--- config.mk ---
export PLATFORM = sky130hd
export DESIGN_NAME = wdt_match_channel
export DESIGN_NICKNAME = d
export VERILOG_FILES = /design/src/rtl/wdt_pkg.sv /design/src/rtl/wdt_regdec.sv /design/src/rtl/wdt_counter.sv /design/src/rtl/wdt_trip.sv /design/src/rtl/wdt_match_channel.sv
export SDC_FILE = /design/constraint.sdc
export NUM_CORES = 1
export LEC_CHECK = 0
export ABC_CLOCK_PERIOD_IN_PS = 3960
export CORE_ASPECT_RATIO = 2
export CORE_MARGIN = 2
export CORE_UTILIZATION = 50
export CTS_BUF_LIST = sky130_fd_sc_hd__clkbuf_8
export CTS_CLUSTER_DIAMETER = 30
export DETAILED_ROUTE_END_ITERATION = 12
export PLACE_DENSITY = 0.75
export SLEW_MARGIN = 30
export SYNTH_ARGS = -nofsm -noshare
export SYNTH_HDL_FRONTEND = slang
export SYNTH_SLANG_ARGS = --single-unit
--- constraint.sdc ---
create_clock -name clk -period 3.96 [get_ports clk]
set_input_delay 0.792 -clock clk [delete_from_list [all_inputs] [get_ports clk]]
set_output_delay 0.792 -clock clk [all_outputs]
set_load 0.005 [all_outputs]
--- src/rtl/wdt_pkg.sv ---
package wdt_pkg;
  // One-hot register select produced by the address decoder
  typedef struct packed {
    logic ctrl;
    logic cmp;
    logic count;
    logic arm;
  } wdt_sel_t;

  localparam int unsigned REG_STRIDE = 4;
endpackage

--- src/rtl/wdt_regdec.sv ---
module wdt_regdec
  import wdt_pkg::*;
#(
  parameter int unsigned ADDR_W     = 8,
  parameter int unsigned CH_IDX     = 5,
  parameter int unsigned CTRL_BASE  = 'h00,
  parameter int unsigned CMP_BASE   = 'h18,
  parameter int unsigned COUNT_BASE = 'h48,
  parameter int unsigned ARM_OFS    = 'h64
) (
  input  logic [ADDR_W-1:0] addr,
  output wdt_sel_t          sel
);
  localparam int unsigned CTRL_A  = CTRL_BASE  + REG_STRIDE * CH_IDX;
  localparam int unsigned CMP_A   = CMP_BASE   + REG_STRIDE * CH_IDX;
  localparam int unsigned COUNT_A = COUNT_BASE + REG_STRIDE * CH_IDX;

  always_comb begin
    sel       = '0;
    sel.ctrl  = (addr == ADDR_W'(CTRL_A));
    sel.cmp   = (addr == ADDR_W'(CMP_A));
    sel.count = (addr == ADDR_W'(COUNT_A));
    sel.arm   = (addr == ADDR_W'(ARM_OFS));
  end


  onehot_sel_chk: assert final ($onehot0(sel));
endmodule

--- src/rtl/wdt_counter.sv ---
module wdt_counter #(
  parameter int unsigned CNT_W = 32
) (
  input  logic             clk,
  input  logic             rst_n,
  input  logic             tick,
  input  logic             run,
  output logic [CNT_W-1:0] count
);
  always_ff @(posedge clk or negedge rst_n) begin
    if (!rst_n)          count <= '0;
    else if (tick && run) count <= count + 1'b1;
  end


  hold_when_stopped_chk: assert property (@(posedge clk) disable iff (!rst_n)
    !run |=> $stable(count));


  step_one_chk: assert property (@(posedge clk) disable iff (!rst_n)
    (tick && run) |=> (count - $past(count)) == CNT_W'(1));
endmodule

--- src/rtl/wdt_trip.sv ---
module wdt_trip #(
  parameter int unsigned CNT_W = 32
) (
  input  logic             clk,
  input  logic             rst_n,
  input  logic             tick,
  input  logic             run,
  input  logic             arm,
  input  logic [CNT_W-1:0] count,
  input  logic [CNT_W-1:0] cmp,
  output logic             rst_req
);
  logic hit;

  // Equality is wrap-safe: the counter passes every value once per lap
  assign hit = tick && run && arm && (count == cmp);

  always_ff @(posedge clk or negedge rst_n) begin
    if (!rst_n)   rst_req <= 1'b0;
    else if (hit) rst_req <= 1'b1;
  end


  sticky_req_chk: assert property (@(posedge clk) disable iff (!rst_n)
    rst_req |=> rst_req);


  no_trip_disarmed_chk: assert property (@(posedge clk) disable iff (!rst_n)
    (!rst_req && (!arm || !run)) |=> !rst_req);
endmodule

--- src/rtl/wdt_match_channel.sv ---
module wdt_match_channel
  import wdt_pkg::*;
#(
  parameter int unsigned CNT_W      = 32,
  parameter int unsigned DATA_W     = 32,
  parameter int unsigned ADDR_W     = 8,
  parameter int unsigned CH_IDX     = 5,
  parameter int unsigned CTRL_BASE  = 'h00,
  parameter int unsigned CMP_BASE   = 'h18,
  parameter int unsigned COUNT_BASE = 'h48,
  parameter int unsigned ARM_OFS    = 'h64
) (
  input  logic              clk,
  input  logic              rst_n,
  input  logic              tick,
  input  logic              reg_wr,
  input  logic              reg_rd,
  input  logic [ADDR_W-1:0] reg_addr,
  input  logic [DATA_W-1:0] reg_wdata,
  output logic [DATA_W-1:0] reg_rdata,
  output logic              reg_rvalid,
  output logic              wdt_rst_req
);
  localparam int unsigned RUN_BITS = 2;

  wdt_sel_t            sel;
  logic [RUN_BITS-1:0] ctrl_q;
  logic [CNT_W-1:0]    cmp_q;
  logic                arm_q;
  logic [CNT_W-1:0]    count;
  logic                run;
  logic [DATA_W-1:0]   rd_mux;

  wdt_regdec #(
    .ADDR_W(ADDR_W), .CH_IDX(CH_IDX), .CTRL_BASE(CTRL_BASE),
    .CMP_BASE(CMP_BASE), .COUNT_BASE(COUNT_BASE), .ARM_OFS(ARM_OFS)
  ) u_dec (
    .addr(reg_addr),
    .sel (sel)
  );

  assign run = &ctrl_q;

  always_ff @(posedge clk or negedge rst_n) begin
    if (!rst_n) begin
      ctrl_q <= '0;
      cmp_q  <= '0;
      arm_q  <= 1'b0;
    end else if (reg_wr) begin
      if (sel.ctrl) ctrl_q <= reg_wdata[RUN_BITS-1:0];
      if (sel.cmp)  cmp_q  <= reg_wdata[CNT_W-1:0];
      if (sel.arm)  arm_q  <= reg_wdata[0];
    end
  end

  wdt_counter #(.CNT_W(CNT_W)) u_cnt (
    .clk  (clk),
    .rst_n(rst_n),
    .tick (tick),
    .run  (run),
    .count(count)
  );

  wdt_trip #(.CNT_W(CNT_W)) u_trip (
    .clk    (clk),
    .rst_n  (rst_n),
    .tick   (tick),
    .run    (run),
    .arm    (arm_q),
    .count  (count),
    .cmp    (cmp_q),
    .rst_req(wdt_rst_req)
  );

  always_comb begin
    rd_mux = '0;
    unique case (1'b1)
      sel.ctrl:  rd_mux = DATA_W'(ctrl_q);
      sel.cmp:   rd_mux = DATA_W'(cmp_q);
      sel.count: rd_mux = DATA_W'(count);
      sel.arm:   rd_mux = DATA_W'(arm_q);
      default:   rd_mux = '0;
    endcase
  end

  always_ff @(posedge clk or negedge rst_n) begin
    if (!rst_n) begin
      reg_rdata  <= '0;
      reg_rvalid <= 1'b0;
    end else begin
      reg_rvalid <= reg_rd;
      if (reg_rd) reg_rdata <= rd_mux;
    end
  end


  read_response_chk: assert property (@(posedge clk) disable iff (!rst_n)
    reg_rd |=> reg_rvalid);


  trip_on_match_chk: assert property (@(posedge clk) disable iff (!rst_n)
    (tick && run && arm_q && count == cmp_q) |=> wdt_rst_req);


  cmp_kept_chk: assert property (@(posedge clk) disable iff (!rst_n)
    !(reg_wr && sel.cmp) |=> $stable(cmp_q));
endmodule

Word level (Yosys, flattened, before mapping)

Index checks and enable logic that the tools add are counted.

Latch bits: 0
Output and inout bits: 34
Word-level logic and storage cells: 21
Memories kept: 0
ROM bits: 0
Register bits: 101
RAM bits: 0

Div/mod/pow operators: 0
Magnitude comparators: 0
Shift operators: 0
Reductions and logical operators: 7
Equality and inequality tests: 5
$mul: 0
Add/subtract/negate cells: 1
Multiplexer cells: 1
Bitwise operators: 0

Operators by type and width:

| cell                                                 | count |
|---|---|
| one-hot mux 32 bit (4 select lines)                  | 1 |
| adder 32 x 1 -> 32 bit (second input constant)       | 1 |
| equality test 32 bit                                 | 1 |
| equality test 8 x 7 -> 1 bit (second input constant) | 2 |
| equality test 8 x 5 -> 1 bit (second input constant) | 1 |
| equality test 8 x 6 -> 1 bit (second input constant) | 1 |
| AND reduction 2 bit                                  | 4 |
| logical AND 1 bit                                    | 3 |

Logic depth before layout (Yosys ltp)

Word-level depth: 4
Gate-level depth with buffers: 6

Modules after synthesis

Synthesis repeated with hierarchy kept, for this count alone.

Cells, all modules: 404
Area total of the unflattened synthesis: 4744.6 um2

By module, submodules not included:

| module            | cells an instance | instances | area each (um2) | seq. area each (um2) |
|---|---|---|---|---|
| wdt_match_channel | 223               | 1         | 2816.5          | 1701.6 |
| wdt_counter       | 127               | 1         | 1455.1          | 800.8 |
| wdt_trip          | 45                | 1         | 381.6           | 25.0 |
| wdt_regdec        | 9                 | 1         | 91.3            | 0.0 |

Worst setup path after synthesis

No wires, ideal clock.

Path kind: input -> register
Start: in reg_addr[7]
End: reg cmp_q[0]
Setup slack: 1.749 ns
Setup time: 0.125 ns
Cell stages on the path: 5
Buffers on the path: 1
Data arrival time: 2.086 ns
Cell sequence: or4b_4 > nor2_2 > nand3_2 > buf_6 > mux2_4

Word-level cells in the longest chain between the ends: 2

RTL lines:

| what                                 | line                    | text |
|---|---|---|
| start: declaration                   | wdt_match_channel.sv:18 | `input logic [ADDR_W-1:0] reg_addr,` |
| equality test 8 x 6 -> 1 bit         | wdt_regdec.sv:21        | `sel.cmp = (addr == ADDR_W'(CMP_A));` |
| AND reduction 2 bit (no source line) | n/a                     |  |
| end signal: assignment               | wdt_match_channel.sv:51 | `if (sel.cmp) cmp_q <= reg_wdata[CNT_W-1:0];` |
| end: declaration                     | wdt_match_channel.sv:28 | `logic [CNT_W-1:0] cmp_q;` |

No other way between the ends.
A chain may end at the register's enable or synchronous reset.

Worst setup path in the final report

Start: in reg_addr[6]
End: reg reg_rdata[25]

Word-level cells in the longest chain between the ends: 2
Elaborated cells between the ends (all ways): 5
Those cells by class: eq/ne (4); mux (1)

RTL lines:

| what                                                 | line                    | text |
|---|---|---|
| equality test 8 x 7 -> 1 bit (tied with other cells) | wdt_regdec.sv:23        | `sel.arm = (addr == ADDR_W'(ARM_OFS));` |
| one-hot mux 32 bit (4 select lines) (*)              | wdt_match_channel.sv:77 | `unique case (1'b1)` |
| end signal: assignment                               | wdt_match_channel.sv:92 | `if (reg_rd) reg_rdata <= rd_mux;` |
| end: declaration                                     | wdt_match_channel.sv:20 | `output logic [DATA_W-1:0] reg_rdata,` |

Every way passes the cells marked *; elsewhere a longest branch is shown, timed or not.

==> flow_summary_export.csv <==
group,metric,value,unit
status,run_status,"completed",
timing,final.setup.tns,0,ns
floorplan,rows,51,
route,drtPass1Iterations,4,
synth,synth_fp_nets,463,
critical_path,crit_chain,"clkdlybuf4s50_1, xnor2_1, mux2i_1, nand3b_1, buf_4, o22ai_1",
clock_tree,ctsResizeCount,0,
finish,multi_input_area,2110,µm²
route,vias_per_cell,5.59,
synth,synthArstFlopShare,100,%
synth,synth_edf_count,0,
critical_path,startpoint_type,"primary input",
critical_path,crit_required,4.21,ns
global_routing,grt.overflow.total,0,
floorplan,fp.dieW,74.0,µm
synth,ys_top_cells_by_count,"101 x dfrtp_1, 57 x xnor2_1, 36 x inv_1",
finish,area_growth_syn_to_layout,22.5,%
finish,nFillCells,774,
global_routing,grt_pass1_vias,3579,
critical_path,critPathCaptureType,"flip-flop",
timing,hold_viol,0,
floorplan,coreArea,9640,µm²
timing,rsz0062_at_grt,"false",
hold_path,hold_path.class,"in2async",
route,ant_nets,0,
timing,worstMarginPinSlew,0.818,ns
finish,layout.nets,533,
timing,slew_headroom,45.1,%
timing,setup_viol,0,
critical_path,ff2ff_setup_slack,1.87,ns
synth,postSynthCellCount,417,
synth,ys_ff_latch,101,
clock_tree,clkTransAtPathRegs,0.09,ns
floorplan,die_y,144,µm
finish,antenna_cells,0,
synth,synth.top_cell.area_share,51.5,%
route,wl,11100,µm
critical_path,worstSetupPathType,"in2reg",
synth,ys.warnings.count,0,
critical_path,crit_arrival,2.77,ns
global_routing,antenna_found_initial,0,
pwr,powerDensity,333,nW/µm²
pwr,ir_worst_vdd,220,µV
synth,seq_area_frac_synth,51.5,%
clock_tree,cts_max_level,3,
floorplan,die_area,10700,µm²
critical_path,cp_max_fo,21,
timing,fmax,397,MHz
route,first_iter_violations,275,
placement,place_inst,608,
finish,drive_gt1_share,13.4,%
critical_path,critPathTopFamily,"buffers and inverters",
timing,skew,0.0112,ns
clock_tree,cts_post_setup_buffers_inserted,0,
synth,synth_area_per_cell,11.8,µm²
clock_tree,clk_latency,0.38,ns
floorplan,io_pins,79,
run,maxCapViolations,0,
clock_tree,cts_sinks,101,
critical_path,crit_path_top_delay_cell,"clkdlybuf4s50_1",
clock_tree,numCtsBuffers,9,
synth,synth_area_leaders,"dfrtp_1 52%, xnor2_1 10%, mux2_4 9.2%",
synth,synth_area,4910,µm²
clock_tree,cts_hold_buffers,0,
route,vias,3488,
route,wl_per_cell,17.8,µm
timing,period_needed,2.52,ns
critical_path,critPathBufInv,2,
critical_path,max_stage_delay,0.64,ns
synth,yosysMostFrequentCell,"dfrtp_1",
global_routing,grt_max_degree,57,
synth,netlist.top_cell.by_area,"dfrtp_1",
global_routing,grt_util_all_layers,22.0,%
timing,hold_slack,0.452,ns
synth,synth-main-ff-cell,"dfrtp_1",
synth,synth_cell_types,41,
global_routing,grt_pass1_wl,17700,µm
finish,ff_latch_area,2530,µm²
placement,dpl.hpwl,7850,µm
placement,port_buffers,78,
placement,gp_congestion,0.881,
critical_path,reg2regPathDepth,4,
pwr,power_leakage,2.55,nW
route,remaining_drc_errors,0,
timing,slew_viol_final,0,
critical_path,r2r_end,"u_cnt.count[30]",
floorplan,start_util,50.9,%
clock_tree,cts.path.max_buffers,2,
critical_path,reg2reg_from,"u_cnt.count[7]",
finish,fin_cells,624,
timing,min_period_over_period,63.6,%
clock_tree,cts_tree,"yes",
clock_tree,cts-root-buf,"clkbuf_8",
[worst max path at each step]
stage,startpoint,slack [ns],end,depth (start not counted)
6_report,reg_addr[6],1.44,reg_rdata[25],6
5_1_grt,reg_addr[1],1.28,reg_rdata[17],5
4_1_cts,reg_addr[7],1.47,cmp_q[30],6
3_5_place_dp,reg_addr[7],1.08,cmp_q[30],6
3_3_place_gp,reg_addr[7],1.11,cmp_q[29],6
2_1_floorplan,reg_addr[7],1.75,cmp_q[0],5
[where the power goes]
group / internal [mW] / switching (mW) / total [mW]
Sequential: 1.05 / 0.0198 / 1.07
Combinational: 0.0820 / 0.0588 / 0.141
Clock: 0.435 / 0.357 / 0.793
[worst reg2reg max path, cell delays in order (launching register included)]
cell and delay [ns]:
dfrtp_1 0.52, nand4_1 0.22, nor4_4 0.77, nand4_1 0.28, xnor2_1 0.19
[through the flow]
step | setup WS, ns | power, mW | util [%] | area [µm²]
4_1_cts | 1.47 | 2.01 | 62.4 | 6010
2_1_floorplan | 1.75 | 1.14 | - | 4910
5_1_grt | 1.28 | 2.06 | 62.4 | 6010
3_3_place_gp | 1.11 | 1.23 | 59.8 | 5760
6_report | 1.44 | 2.00 | 62.4 | 6010
3_5_place_dp | 1.08 | 1.23 | 59.8 | 5760
[flip-flops by register name, summed over array words and instances, names as in the netlist]
register	flops
reg_rdata	32
u_trip.rst_req	1
cmp_q	32
arm_q	1
ctrl_q	2
u_cnt.count	32
reg_rvalid	1
[kinds of logic (layout without fill, tap and decap cells)]
kind of cell               count (synthesis)  count (layout)  share of synthesized area (%)
DFF                                      101             101                           51.5
and+or+nand+nor                           85              85                           11.0
AOI/OAI and AO/OA                         68              68                           9.72
xor gates and xnor gates                  64              64                           11.4
buffers and inverters                     62             137                           5.56
muxes                                     36              36                           10.5
adders and majority gates                  1               1                          0.255
[layer usage]
metal / wire (µm) / vias to the layer above / track usage [%]
met5: 0 / - / 0
met2: 6190 / 83 / 38.8
li1: - / 1619 / -
met4: 293 / 0 / 9.67
met1: 4270 / 1764 / 25.8
met3: 350 / 22 / 3.28
[placed cells by master, fill, tap and decap left out, types with 2 or more instances in the layout]
master and n:
a22oi_1 31, and3_1 8, and4_1 5, buf_4 8
bufinv_16 3, clkbuf_8 10, clkdlybuf4s50_1 77, clkinvlp_4 2
dfrtp_1 101, inv_1 36, mux2_2 5, mux2_4 30
nand2_1 13, nand3_1 13, nand4_1 21, nor2_1 2
nor2b_1 2, nor3_1 2, nor3_2 2, nor3b_1 2
nor4_1 5, o22ai_1 32, xnor2_1 57, xor2_1 7
[final cells by class]
cell class | instances | share of cell area [%]
clock buffers | 10 | 2.29
clock inverters | 6 | 1.83
inverters | 36 | 2.25
multi-input cells | 254 | 35.0
flip-flops and latches | 101 | 42.0
well taps | 132 | 2.75
repair buffers | 85 | 13.8
Power figures use the tool's default switching activity.
